$ cat src/rtl/timebase_pkg.sv
package timebase_pkg;

  // Strobes the control block hands to the counting datapath each cycle.
  typedef struct packed {
    logic run;      // synchronized run qualifier
    logic extMode;  // count on trigger edges instead of divider ticks
    logic extEdge;  // rising edge seen on the selected trigger
    logic bufOn;    // period writes wait for the next wrap
  } tbStrobe_t;

  localparam int unsigned ADDR_CTRL = 0;
  localparam int unsigned ADDR_DIV  = 1;
  localparam int unsigned ADDR_PER  = 2;
  localparam int unsigned ADDR_FLAG = 3;

  localparam int unsigned BIT_RUN = 0;
  localparam int unsigned BIT_BUF = 1;
  localparam int unsigned BIT_EXT = 2;
  localparam int unsigned SEL_LSB = 4;

endpackage

$ cat src/rtl/timebase_ctrl.sv
module timebase_ctrl
  import timebase_pkg::*;
#(
  parameter int unsigned CNT_W    = 16,
  parameter int unsigned DIV_W    = 16,
  parameter int unsigned DATA_W   = 16,
  parameter int unsigned ADDR_W   = 2,
  parameter int unsigned NUM_TRIG = 4,
  parameter int unsigned SEL_W    = 3
) (
  input  logic                clk,
  input  logic                rst_n,
  input  logic                wrEn,
  input  logic [ADDR_W-1:0]   wrAddr,
  input  logic [DATA_W-1:0]   wrData,
  input  logic [NUM_TRIG-1:0] trigIn,
  input  logic                ovfEvent,
  output tbStrobe_t           str,
  output logic [DIV_W-1:0]    divReg,
  output logic [CNT_W-1:0]    perReg,
  output logic                ovfFlag,
  output logic                ovfPulse
);

  logic              runReq;
  logic              runSync;
  logic              bufReg;
  logic              extReg;
  logic [SEL_W-1:0]  trigSel;
  logic [NUM_TRIG-1:0] trigPrev;
  logic [NUM_TRIG-1:0] trigRise;
  logic              selRise;

  logic wrCtrl, wrDiv, wrPer, wrFlag;

  assign wrCtrl = wrEn && (wrAddr == ADDR_W'(ADDR_CTRL));
  assign wrDiv  = wrEn && (wrAddr == ADDR_W'(ADDR_DIV));
  assign wrPer  = wrEn && (wrAddr == ADDR_W'(ADDR_PER));
  assign wrFlag = wrEn && (wrAddr == ADDR_W'(ADDR_FLAG));

  // Configuration registers
  always_ff @(posedge clk or negedge rst_n) begin
    if (!rst_n) begin
      runReq  <= 1'b0;
      bufReg  <= 1'b0;
      extReg  <= 1'b0;
      trigSel <= '0;
      divReg  <= '0;
      perReg  <= '0;
    end else begin
      if (wrCtrl) begin
        runReq  <= wrData[BIT_RUN];
        bufReg  <= wrData[BIT_BUF];
        extReg  <= wrData[BIT_EXT];
        trigSel <= wrData[SEL_LSB +: SEL_W];
      end
      if (wrDiv) divReg <= wrData[DIV_W-1:0];
      if (wrPer) perReg <= wrData[CNT_W-1:0];
    end
  end

  // Run request passes through one synchronizing stage before it gates counting.
  always_ff @(posedge clk or negedge rst_n) begin
    if (!rst_n) runSync <= 1'b0;
    else        runSync <= runReq;
  end

  // Per-input rising-edge detection; the selector then picks one or none.
  always_ff @(posedge clk or negedge rst_n) begin
    if (!rst_n) trigPrev <= '0;
    else        trigPrev <= trigIn;
  end

  for (genvar g = 0; g < NUM_TRIG; g++) begin : g_rise
    assign trigRise[g] = trigIn[g] & ~trigPrev[g];
  end

  always_comb begin
    selRise = 1'b0;
    for (int i = 0; i < NUM_TRIG; i++) begin
      if (trigSel == SEL_W'(i)) selRise = trigRise[i];
    end
  end

  // Sticky flag: a simultaneous overflow beats the software clear.
  always_ff @(posedge clk or negedge rst_n) begin
    if (!rst_n) begin
      ovfFlag  <= 1'b0;
      ovfPulse <= 1'b0;
    end else begin
      ovfPulse <= ovfEvent;
      if (ovfEvent)                  ovfFlag <= 1'b1;
      else if (wrFlag && wrData[0])  ovfFlag <= 1'b0;
    end
  end

  assign str.run     = runSync;
  assign str.extMode = extReg;
  assign str.extEdge = selRise;
  assign str.bufOn   = bufReg;

  // every overflow leaves the flag set on the following cycle
  a_r9_flag_set: assert property (@(posedge clk) disable iff (!rst_n)
    $past(ovfEvent) |-> ovfFlag);

  // the flag falls only after a clear write with no overflow in that cycle
  a_r9_clear_cause: assert property (@(posedge clk) disable iff (!rst_n)
    $fell(ovfFlag) |-> ($past(wrFlag) && $past(wrData[0]) && !$past(ovfEvent)));

  // the synchronized run qualifier follows the request bit one edge late
  a_r2_run_lag: assert property (@(posedge clk) disable iff (!rst_n)
    $rose(str.run) |-> $past(runReq));

endmodule

$ cat src/rtl/timebase_dp.sv
module timebase_dp
  import timebase_pkg::*;
#(
  parameter int unsigned CNT_W = 16,
  parameter int unsigned DIV_W = 16
) (
  input  logic             clk,
  input  logic             rst_n,
  input  tbStrobe_t        str,
  input  logic [DIV_W-1:0] divReg,
  input  logic [CNT_W-1:0] perReg,
  output logic [CNT_W-1:0] count,
  output logic             ovfEvent
);

  logic [DIV_W-1:0] psCnt;
  logic [DIV_W-1:0] divActive;
  logic [CNT_W-1:0] perShadow;
  logic [CNT_W-1:0] activePer;
  logic             psWrap;
  logic             advance;

  assign activePer = str.bufOn ? perShadow : perReg;
  assign psWrap    = (psCnt == divActive);
  assign advance   = str.run && (str.extMode ? str.extEdge : psWrap);
  // Magnitude test so a limit lowered beneath the count still wraps at once.
  assign ovfEvent  = advance && (count >= activePer);

  // Prescaler: idles at zero while stopped or while triggers drive the count.
  always_ff @(posedge clk or negedge rst_n) begin
    if (!rst_n)                        psCnt <= '0;
    else if (!str.run || str.extMode)  psCnt <= '0;
    else if (psWrap)                   psCnt <= '0;
    else                               psCnt <= psCnt + 1'b1;
  end

  // Counter
  always_ff @(posedge clk or negedge rst_n) begin
    if (!rst_n)        count <= '0;
    else if (ovfEvent) count <= '0;
    else if (advance)  count <= count + 1'b1;
  end

  // Divider and period hand-over at the wrap; the period shadow tracks the
  // written value while hold-back is off so enabling it keeps the same limit.
  always_ff @(posedge clk or negedge rst_n) begin
    if (!rst_n) begin
      divActive <= '0;
      perShadow <= '0;
    end else begin
      if (ovfEvent) divActive <= divReg;
      if (ovfEvent || !str.bufOn) perShadow <= perReg;
    end
  end

  // the count moves only when the synchronized run qualifier was high
  a_r2_hold_stopped: assert property (@(posedge clk) disable iff (!rst_n)
    (count != $past(count)) |-> $past(str.run));

  // each change is a single step up or a return to zero
  a_r4_step: assert property (@(posedge clk) disable iff (!rst_n)
    (count != $past(count)) |-> ((count == $past(count) + 1'b1) || (count == '0)));

  // the prescaler restarts from zero after every overflow
  a_r3_restart: assert property (@(posedge clk) disable iff (!rst_n)
    $past(ovfEvent) |-> (psCnt == '0));

  // the active divider moves only on an overflow
  a_r5_div_at_wrap: assert property (@(posedge clk) disable iff (!rst_n)
    (divActive != $past(divActive)) |-> $past(ovfEvent));

  // in trigger mode a count change needs a selected rising edge
  a_r8_edge_only: assert property (@(posedge clk) disable iff (!rst_n)
    ((count != $past(count)) && $past(str.extMode)) |-> $past(str.extEdge));

  // with hold-back on, the shadow limit is stable between wraps
  a_r7_shadow_hold: assert property (@(posedge clk) disable iff (!rst_n)
    ($past(str.bufOn) && !$past(ovfEvent)) |-> $stable(perShadow));

endmodule

$ cat src/rtl/timebase_unit.sv
module timebase_unit
  import timebase_pkg::*;
#(
  parameter int unsigned CNT_W    = 16,
  parameter int unsigned DIV_W    = 16,
  parameter int unsigned ADDR_W   = 2,
  parameter int unsigned NUM_TRIG = 4,
  parameter int unsigned SEL_W    = 3,
  localparam int unsigned DATA_W  = (CNT_W > DIV_W) ? CNT_W : DIV_W
) (
  input  logic                clk,
  input  logic                rst_n,
  input  logic                wrEn,
  input  logic [ADDR_W-1:0]   wrAddr,
  input  logic [DATA_W-1:0]   wrData,
  input  logic [NUM_TRIG-1:0] trigIn,
  output logic [CNT_W-1:0]    count,
  output logic                ovfFlag,
  output logic                ovfPulse
);

  tbStrobe_t        str;
  logic [DIV_W-1:0] divReg;
  logic [CNT_W-1:0] perReg;
  logic             ovfEvent;

  timebase_ctrl #(
    .CNT_W(CNT_W), .DIV_W(DIV_W), .DATA_W(DATA_W),
    .ADDR_W(ADDR_W), .NUM_TRIG(NUM_TRIG), .SEL_W(SEL_W)
  ) i_ctrl (
    .clk(clk), .rst_n(rst_n),
    .wrEn(wrEn), .wrAddr(wrAddr), .wrData(wrData),
    .trigIn(trigIn), .ovfEvent(ovfEvent),
    .str(str), .divReg(divReg), .perReg(perReg),
    .ovfFlag(ovfFlag), .ovfPulse(ovfPulse)
  );

  timebase_dp #(
    .CNT_W(CNT_W), .DIV_W(DIV_W)
  ) i_dp (
    .clk(clk), .rst_n(rst_n),
    .str(str), .divReg(divReg), .perReg(perReg),
    .count(count), .ovfEvent(ovfEvent)
  );

  // a pulse cycle always shows a zero count and a raised flag
  a_r10_pulse_zero: assert property (@(posedge clk) disable iff (!rst_n)
    ovfPulse |-> ((count == '0) && ovfFlag));

endmodule

$ cat config.mk
export PLATFORM = sky130hd
export DESIGN_NAME = timebase_unit
export DESIGN_NICKNAME = d
export VERILOG_FILES = /design/src/rtl/timebase_pkg.sv /design/src/rtl/timebase_ctrl.sv /design/src/rtl/timebase_dp.sv /design/src/rtl/timebase_unit.sv
export SDC_FILE = /design/constraint.sdc
export NUM_CORES = 1
export LEC_CHECK = 0
export ABC_AREA = 1
export CAP_MARGIN = 5
export CORE_MARGIN = 4
export CORE_UTILIZATION = 45
export DETAILED_ROUTE_END_ITERATION = 10
export PLACE_DENSITY = 0.61
export SLEW_MARGIN = 20
export SYNTH_ARGS = -nofsm -noshare
export SYNTH_HDL_FRONTEND = slang
export SYNTH_SLANG_ARGS = --single-unit
$ cat constraint.sdc
create_clock -name clk -period 5.4 [get_ports clk]
set_input_delay 0.54 -clock clk [delete_from_list [all_inputs] [get_ports clk]]
set_output_delay 0.54 -clock clk [all_outputs]
set_load 0.02 [all_outputs]
=== After elaboration in Yosys (flattened, before gate mapping) ===
Cells that the tools add are included.

* Add/sub/neg operators: 2
* Reduce and logical (&&, ||, !) cells: 15
* Muxes and demuxes: 12
* Equal/unequal tests: 7
* $mul: 0
* Order comparisons: 1
* Bitwise gates (word level): 8
* Div/mod/pow operators: 0
* Shift-type cells: 0

{| class="wikitable"
|+ Operators by type and width
! operator !! count
|-
| $mux 16 || 5
|-
| $add 16x1->16 const B || 2
|-
| $eq 16x16->1 || 1
|-
| $ge 16x16->1 || 1
|-
| $logic_and 1x1->1 || 7
|-
| $mux 1 || 7
|-
| $eq 3x2->1 const B || 2
|-
| $and 1x1->1 || 4
|-
| $eq 2x2->1 const B || 2
|-
| $not 1->1 || 4
|-
| $reduce_bool 2->1 || 2
|-
| $eq 3x1->1 const B || 1
|-
| $logic_not 3->1 || 1
|-
| $eq 2x1->1 const B || 1
|-
| $logic_not 1->1 || 2
|-
| $logic_not 2->1 || 1
|-
| $logic_or 1x1->1 || 2
|}

* Memories: 0
* Bits in latches: 0
* Bits in read-only memories: 0
* Flip-flop bits (word level): 109
* Bits in writable memories: 0
* Word-level logic and storage cells: 59
* Output and inout bits: 18

=== Depth between registers and ports, before layout ===
* Word-level depth: 10
* Depth in mapped cells: 17
* Mapped depth without buffers: 15

=== Hierarchy ===
Synthesis repeated with hierarchy kept, for this count alone.

* Cells, all modules: 672
* Area, all modules: 5,590.4 sq um

{| class="wikitable"
|+ Modules (own cells, without submodules)
! module !! instances !! sequential area each (sq um) !! area each (sq um) !! cells each
|-
| timebase_dp || 1 || 1,601.5 || 3,814.9 || 501
|-
| timebase_ctrl || 1 || 1,126.1 || 1,775.5 || 171
|}

=== Least setup slack after synthesis ===
OpenSTA, ideal clock, no wires.

* Kind: register -> register
* Start point: register i_ctrl.bufReg
* End point: register i_dp.divActive[0]
* Setup slack: 2,813 ps
* Data required time: 5,284 ps
* Data arrival time: 2,470 ps
* Period minus slack after synthesis: 2,587 ps
* Cell stages (with the launch flop): 14
* Library setup time: 116 ps
* Path buffers: 4
* Path through: dfrtp_1 -> clkbuf_1 -> buf_1 -> mux2i_1 -> ha_1 -> nand2_1 -> nor3_1 -> nand3_1 -> nand3_1 -> nand2_4 -> buf_6 -> buf_6 -> nand2_1 -> nand2_1

* Word-level cells in the longest chain between the ends: 3

{| class="wikitable"
|+ RTL lines
! element !! RTL line !! RTL
|-
| start, declared || timebase_ctrl.sv:27 || <nowiki>logic bufReg;</nowiki>
|-
| start signal, assigned || timebase_ctrl.sv:53 || <nowiki>bufReg <= wrData[BIT_BUF];</nowiki>
|-
| $mux 16 || timebase_dp.sv:23 || <nowiki>assign activePer = str.bufOn ? perShadow : perReg;</nowiki>
|-
| $ge 16x16->1 || timebase_dp.sv:27 || <nowiki>assign ovfEvent = advance && (count >= activePer);</nowiki>
|-
| $logic_and 1x1->1 || timebase_dp.sv:27 ||
|-
| end signal, assigned || timebase_dp.sv:51 || <nowiki>if (ovfEvent) divActive <= divReg;</nowiki>
|-
| end, declared || timebase_dp.sv:17 || <nowiki>logic [DIV_W-1:0] divActive;</nowiki>
|}

Every way passes these cells.
A chain may end at the register's enable or synchronous reset.

=== Final worst setup path ===
* Start point: register i_ctrl.bufReg
* End point: register i_dp.divActive[12]

The elaborated chain is that of the path after synthesis.

==> summary.md <==
| Metric | Value |
|---|---|
| Status | complete, no violations |
| Die width | about 120 um |
| Synth Net Count | between 700 and 800 |
| CTS H-tree lvls | 3 |
| F_max | approximately 350 MHz |
| Drt total wl | between 10000 and 15000 um |
| Setup TNS | 0 ps |
| Register clock-pin slew on the reported worst setup and hold paths | roughly 70 ps |
| Gr usage total | between 10% and 20% |
| Initial core utilization | approximately 47% |
| Port Buffer Count | between 40 and 50 |
| Share of layout cells above drive strength 1 | between 4 and 5% |
| Post-CTS setup buffers | 0 |
| Setup Viol. Count Final | 0 |
| CTS tree | built |
| Fin crit period | between 2000 and 3000 ps |
| Number of distinct library cells after synthesis | 25 |
| First-pass GRT wire length | about 21000 um |
| Die area | 13970 um^2 |
| Detail Placement HPWL | approximately 8400 um |
| Clock latency on the worst-skew pair | 350 ps |
| GR Overflow Total | 0 |
| Most common cell after layout, fill and taps aside | nand2_1 |
| Pwr dens | roughly 430 nW/um^2 |
| IO Pins | 43 |
| Netlist Area Pre-Place | approximately 5500 um^2 |
| Num rows | 39 |
| Root Buffer | clkbuf_16 |
| Vias post-DR | between 4000 and 5000 |
| WL/cell | ~14 um |
| Peak supply drop | 0.1747 mV |
| Post-CTS sizing | 0 |
| Setup Crit Path Kind | register to register |
| YS warnings | 0 |
| Placement Cell Area | 5963 um^2 |
| Final nets | between 700 and 800 |
| Vias per cell | roughly 4.9 |
| Diode count | 0 |
| Largest buffer count on any clock path | 2 |
| Hold Violations, Final | 0 |
| Final Cycle Share | a little over half |
| Met2 Use GR | 27.37% |
| CP Max Fanout | 51 |
| Most frequent cells in the layout | nand2_1, dfrtp_1, inv_1 |
| Largest net degree at the start of global routing | 69 |
| CP arrival | approximately 3100 ps |
| Synthesized area per cell | a little over 8 um^2 |
| Area Overhead vs Synth | 14.63% |
| Hold Path Class | input port to async pin |
| Die height | about 120 um |
| Drc violations | 0 |
| GR peak layer | met2 |
| TritonRoute pass-1 iters | 4 |
| Hold bufs inserted after CTS | 0 |
| Core area | approximately 12000 um^2 |
| Flop and latch count out of synthesis | 109 |
| TritonCTS Buffers | 9 |
| Met1 Usage GRT | between 20% and 30% |
| Layout Skew | slightly above 9 ps |
| Initial DRC count | 270 |
| Critical Path Sink Type | register |
| Final ANT Viol Nets | 0 |
| Startpoint Class | register |
| Placer Congestion | between 0.8 and 0.9 |
| Mapped Cells | roughly 670 |
| Finished Cell Area | 6264 um^2 |
| Worst Path Required | 5640 ps |
| P_leak | about 3.1 nW |
| Sink Count | approximately 110 |
| Worst relative slew slack | 31.28% |
| Vias in the first global route | 4204 |
| Grt met3 use | roughly 2.8% |
| Slew Viols, Final | 0 |
| Max Cap Viol | 0 |
| Initial antenna violation count | 0 |
| RSZ-0062 raised after global routing | false |
| Worst slew pin tran | 1028 ps |
| Sequential fraction of the synthesis area | between 40% and 50% |
-- sequential cells by signal, summed over array words and instances (netlist names) --
signal	count
i_ctrl.ovfFlag	1
i_ctrl.trigSel	3
i_ctrl.runReq	1
i_ctrl.runSync	1
i_ctrl.bufReg	1
i_ctrl.trigPrev	4
i_ctrl.extReg	1
i_ctrl.perReg	16
i_dp.divActive	16
i_dp.count	16
i_dp.psCnt	16
i_ctrl.divReg	16
i_ctrl.ovfPulse	1
i_dp.perShadow	16
-- synthesized netlist by cell type, drive strengths merged --
master / n / area [um^2]
o21a: 1 / 7.510
nand3b: 13 / 97.59
dfrtp: 109 / 2728
nand3: 45 / 230.2
nor3b: 1 / 7.510
nand4: 4 / 25.02
buf: 13 / 82.58
clkbuf: 8 / 30.03
mux2: 1 / 11.26
xor2: 19 / 166.4
mux2i: 15 / 150.1
nor3: 5 / 25.02
nand2: 245 / 942.2
nor2: 44 / 170.2
ha: 18 / 225.2
inv: 68 / 255.3
o21ai: 46 / 230.2
a21oi: 16 / 80.08
-- cells by family (layout without fill, tap and decap cells) --
kind of cell,Yosys count,after routing,share of synthesized area (%)
adders and majority gates,18,18,4.122
xor gates and xnor gates,19,19,3.046
and+or+nand+nor,357,357,27.41
buffers and inverters,89,128,6.732
muxes,16,16,2.954
DFF,109,109,49.92
AOI/OAI and AO/OA,63,63,5.816
-- through the flow --
stage / std cells / utilization, % / worst slack, ps / hold WS, ps / total power, mW
global route: 853 / 53.71 / 2211 / 383.3 / 2.950
CTS: 853 / 53.71 / 2480 / 333.5 / 2.757
global placement: 837 / 51.13 / 2610 / 361.9 / 2.039
detailed placement: 837 / 51.13 / 2475 / 376.8 / 2.074
floorplan: 671 / - / 2813 / 244.4 / 1.761
finish: 853 / 53.71 / 2513 / 306.7 / 2.722
-- worst max-delay path, stage by stage (launching register included) --
cell and delay [ps]:
dfrtp_1 390, buf_4 410, mux2i_1 300, ha_1 270, nand2_1 80, inv_1 40, nand2_1 50, nand2_1 70
nand2_1 60, nand2_1 50, nand2_1 50, nand3_1 100, nand2_4 450, inv_2 260, nand2_1 130, nand2_1 50
-- path summary, 6_finish.rpt --
kind / start / to / slack (ps) / cells past startpoint
max: i_ctrl.bufReg / i_dp.divActive[12] / 2510 / 15
min: rst_n / i_dp.count[10] / 310 / 1
max reg2reg: i_ctrl.bufReg / i_dp.divActive[12] / 2510 / 15
min reg2reg: i_ctrl.runReq / i_ctrl.runSync / 390 / 0
max in group asynchronous: rst_n / i_ctrl.runSync / 4000 / 2
min in group clk: i_ctrl.runReq / i_ctrl.runSync / 390 / 0
-- final cells by class --
class,instances,area (um^2)
repair buffers,44,432.9
multi-input cells,473,2369
fillers,1107,5399
clock buffers,10,229.0
well taps,143,178.9
inverters,68,255.2
clock inverters,6,71.32
flip-flops and latches,109,2728
-- report_power, final --
part	total (mW)	switching (mW)	internal (mW)	leakage [nW]
logic	0.843	0.469	0.373	1.59
clock network	0.674	0.310	0.364	0.140
registers	1.21	0.204	1.00	1.40
-- per-layer routing --
layer | vias to the layer above | wire [um]
met3 | 10 | 446
met2 | 80 | 5151
met5 | - | 0
met4 | 0 | 155
met1 | 1938 | 5906
li1 | 2188 | -
Note: power is estimated with default switching activity, not from simulation.
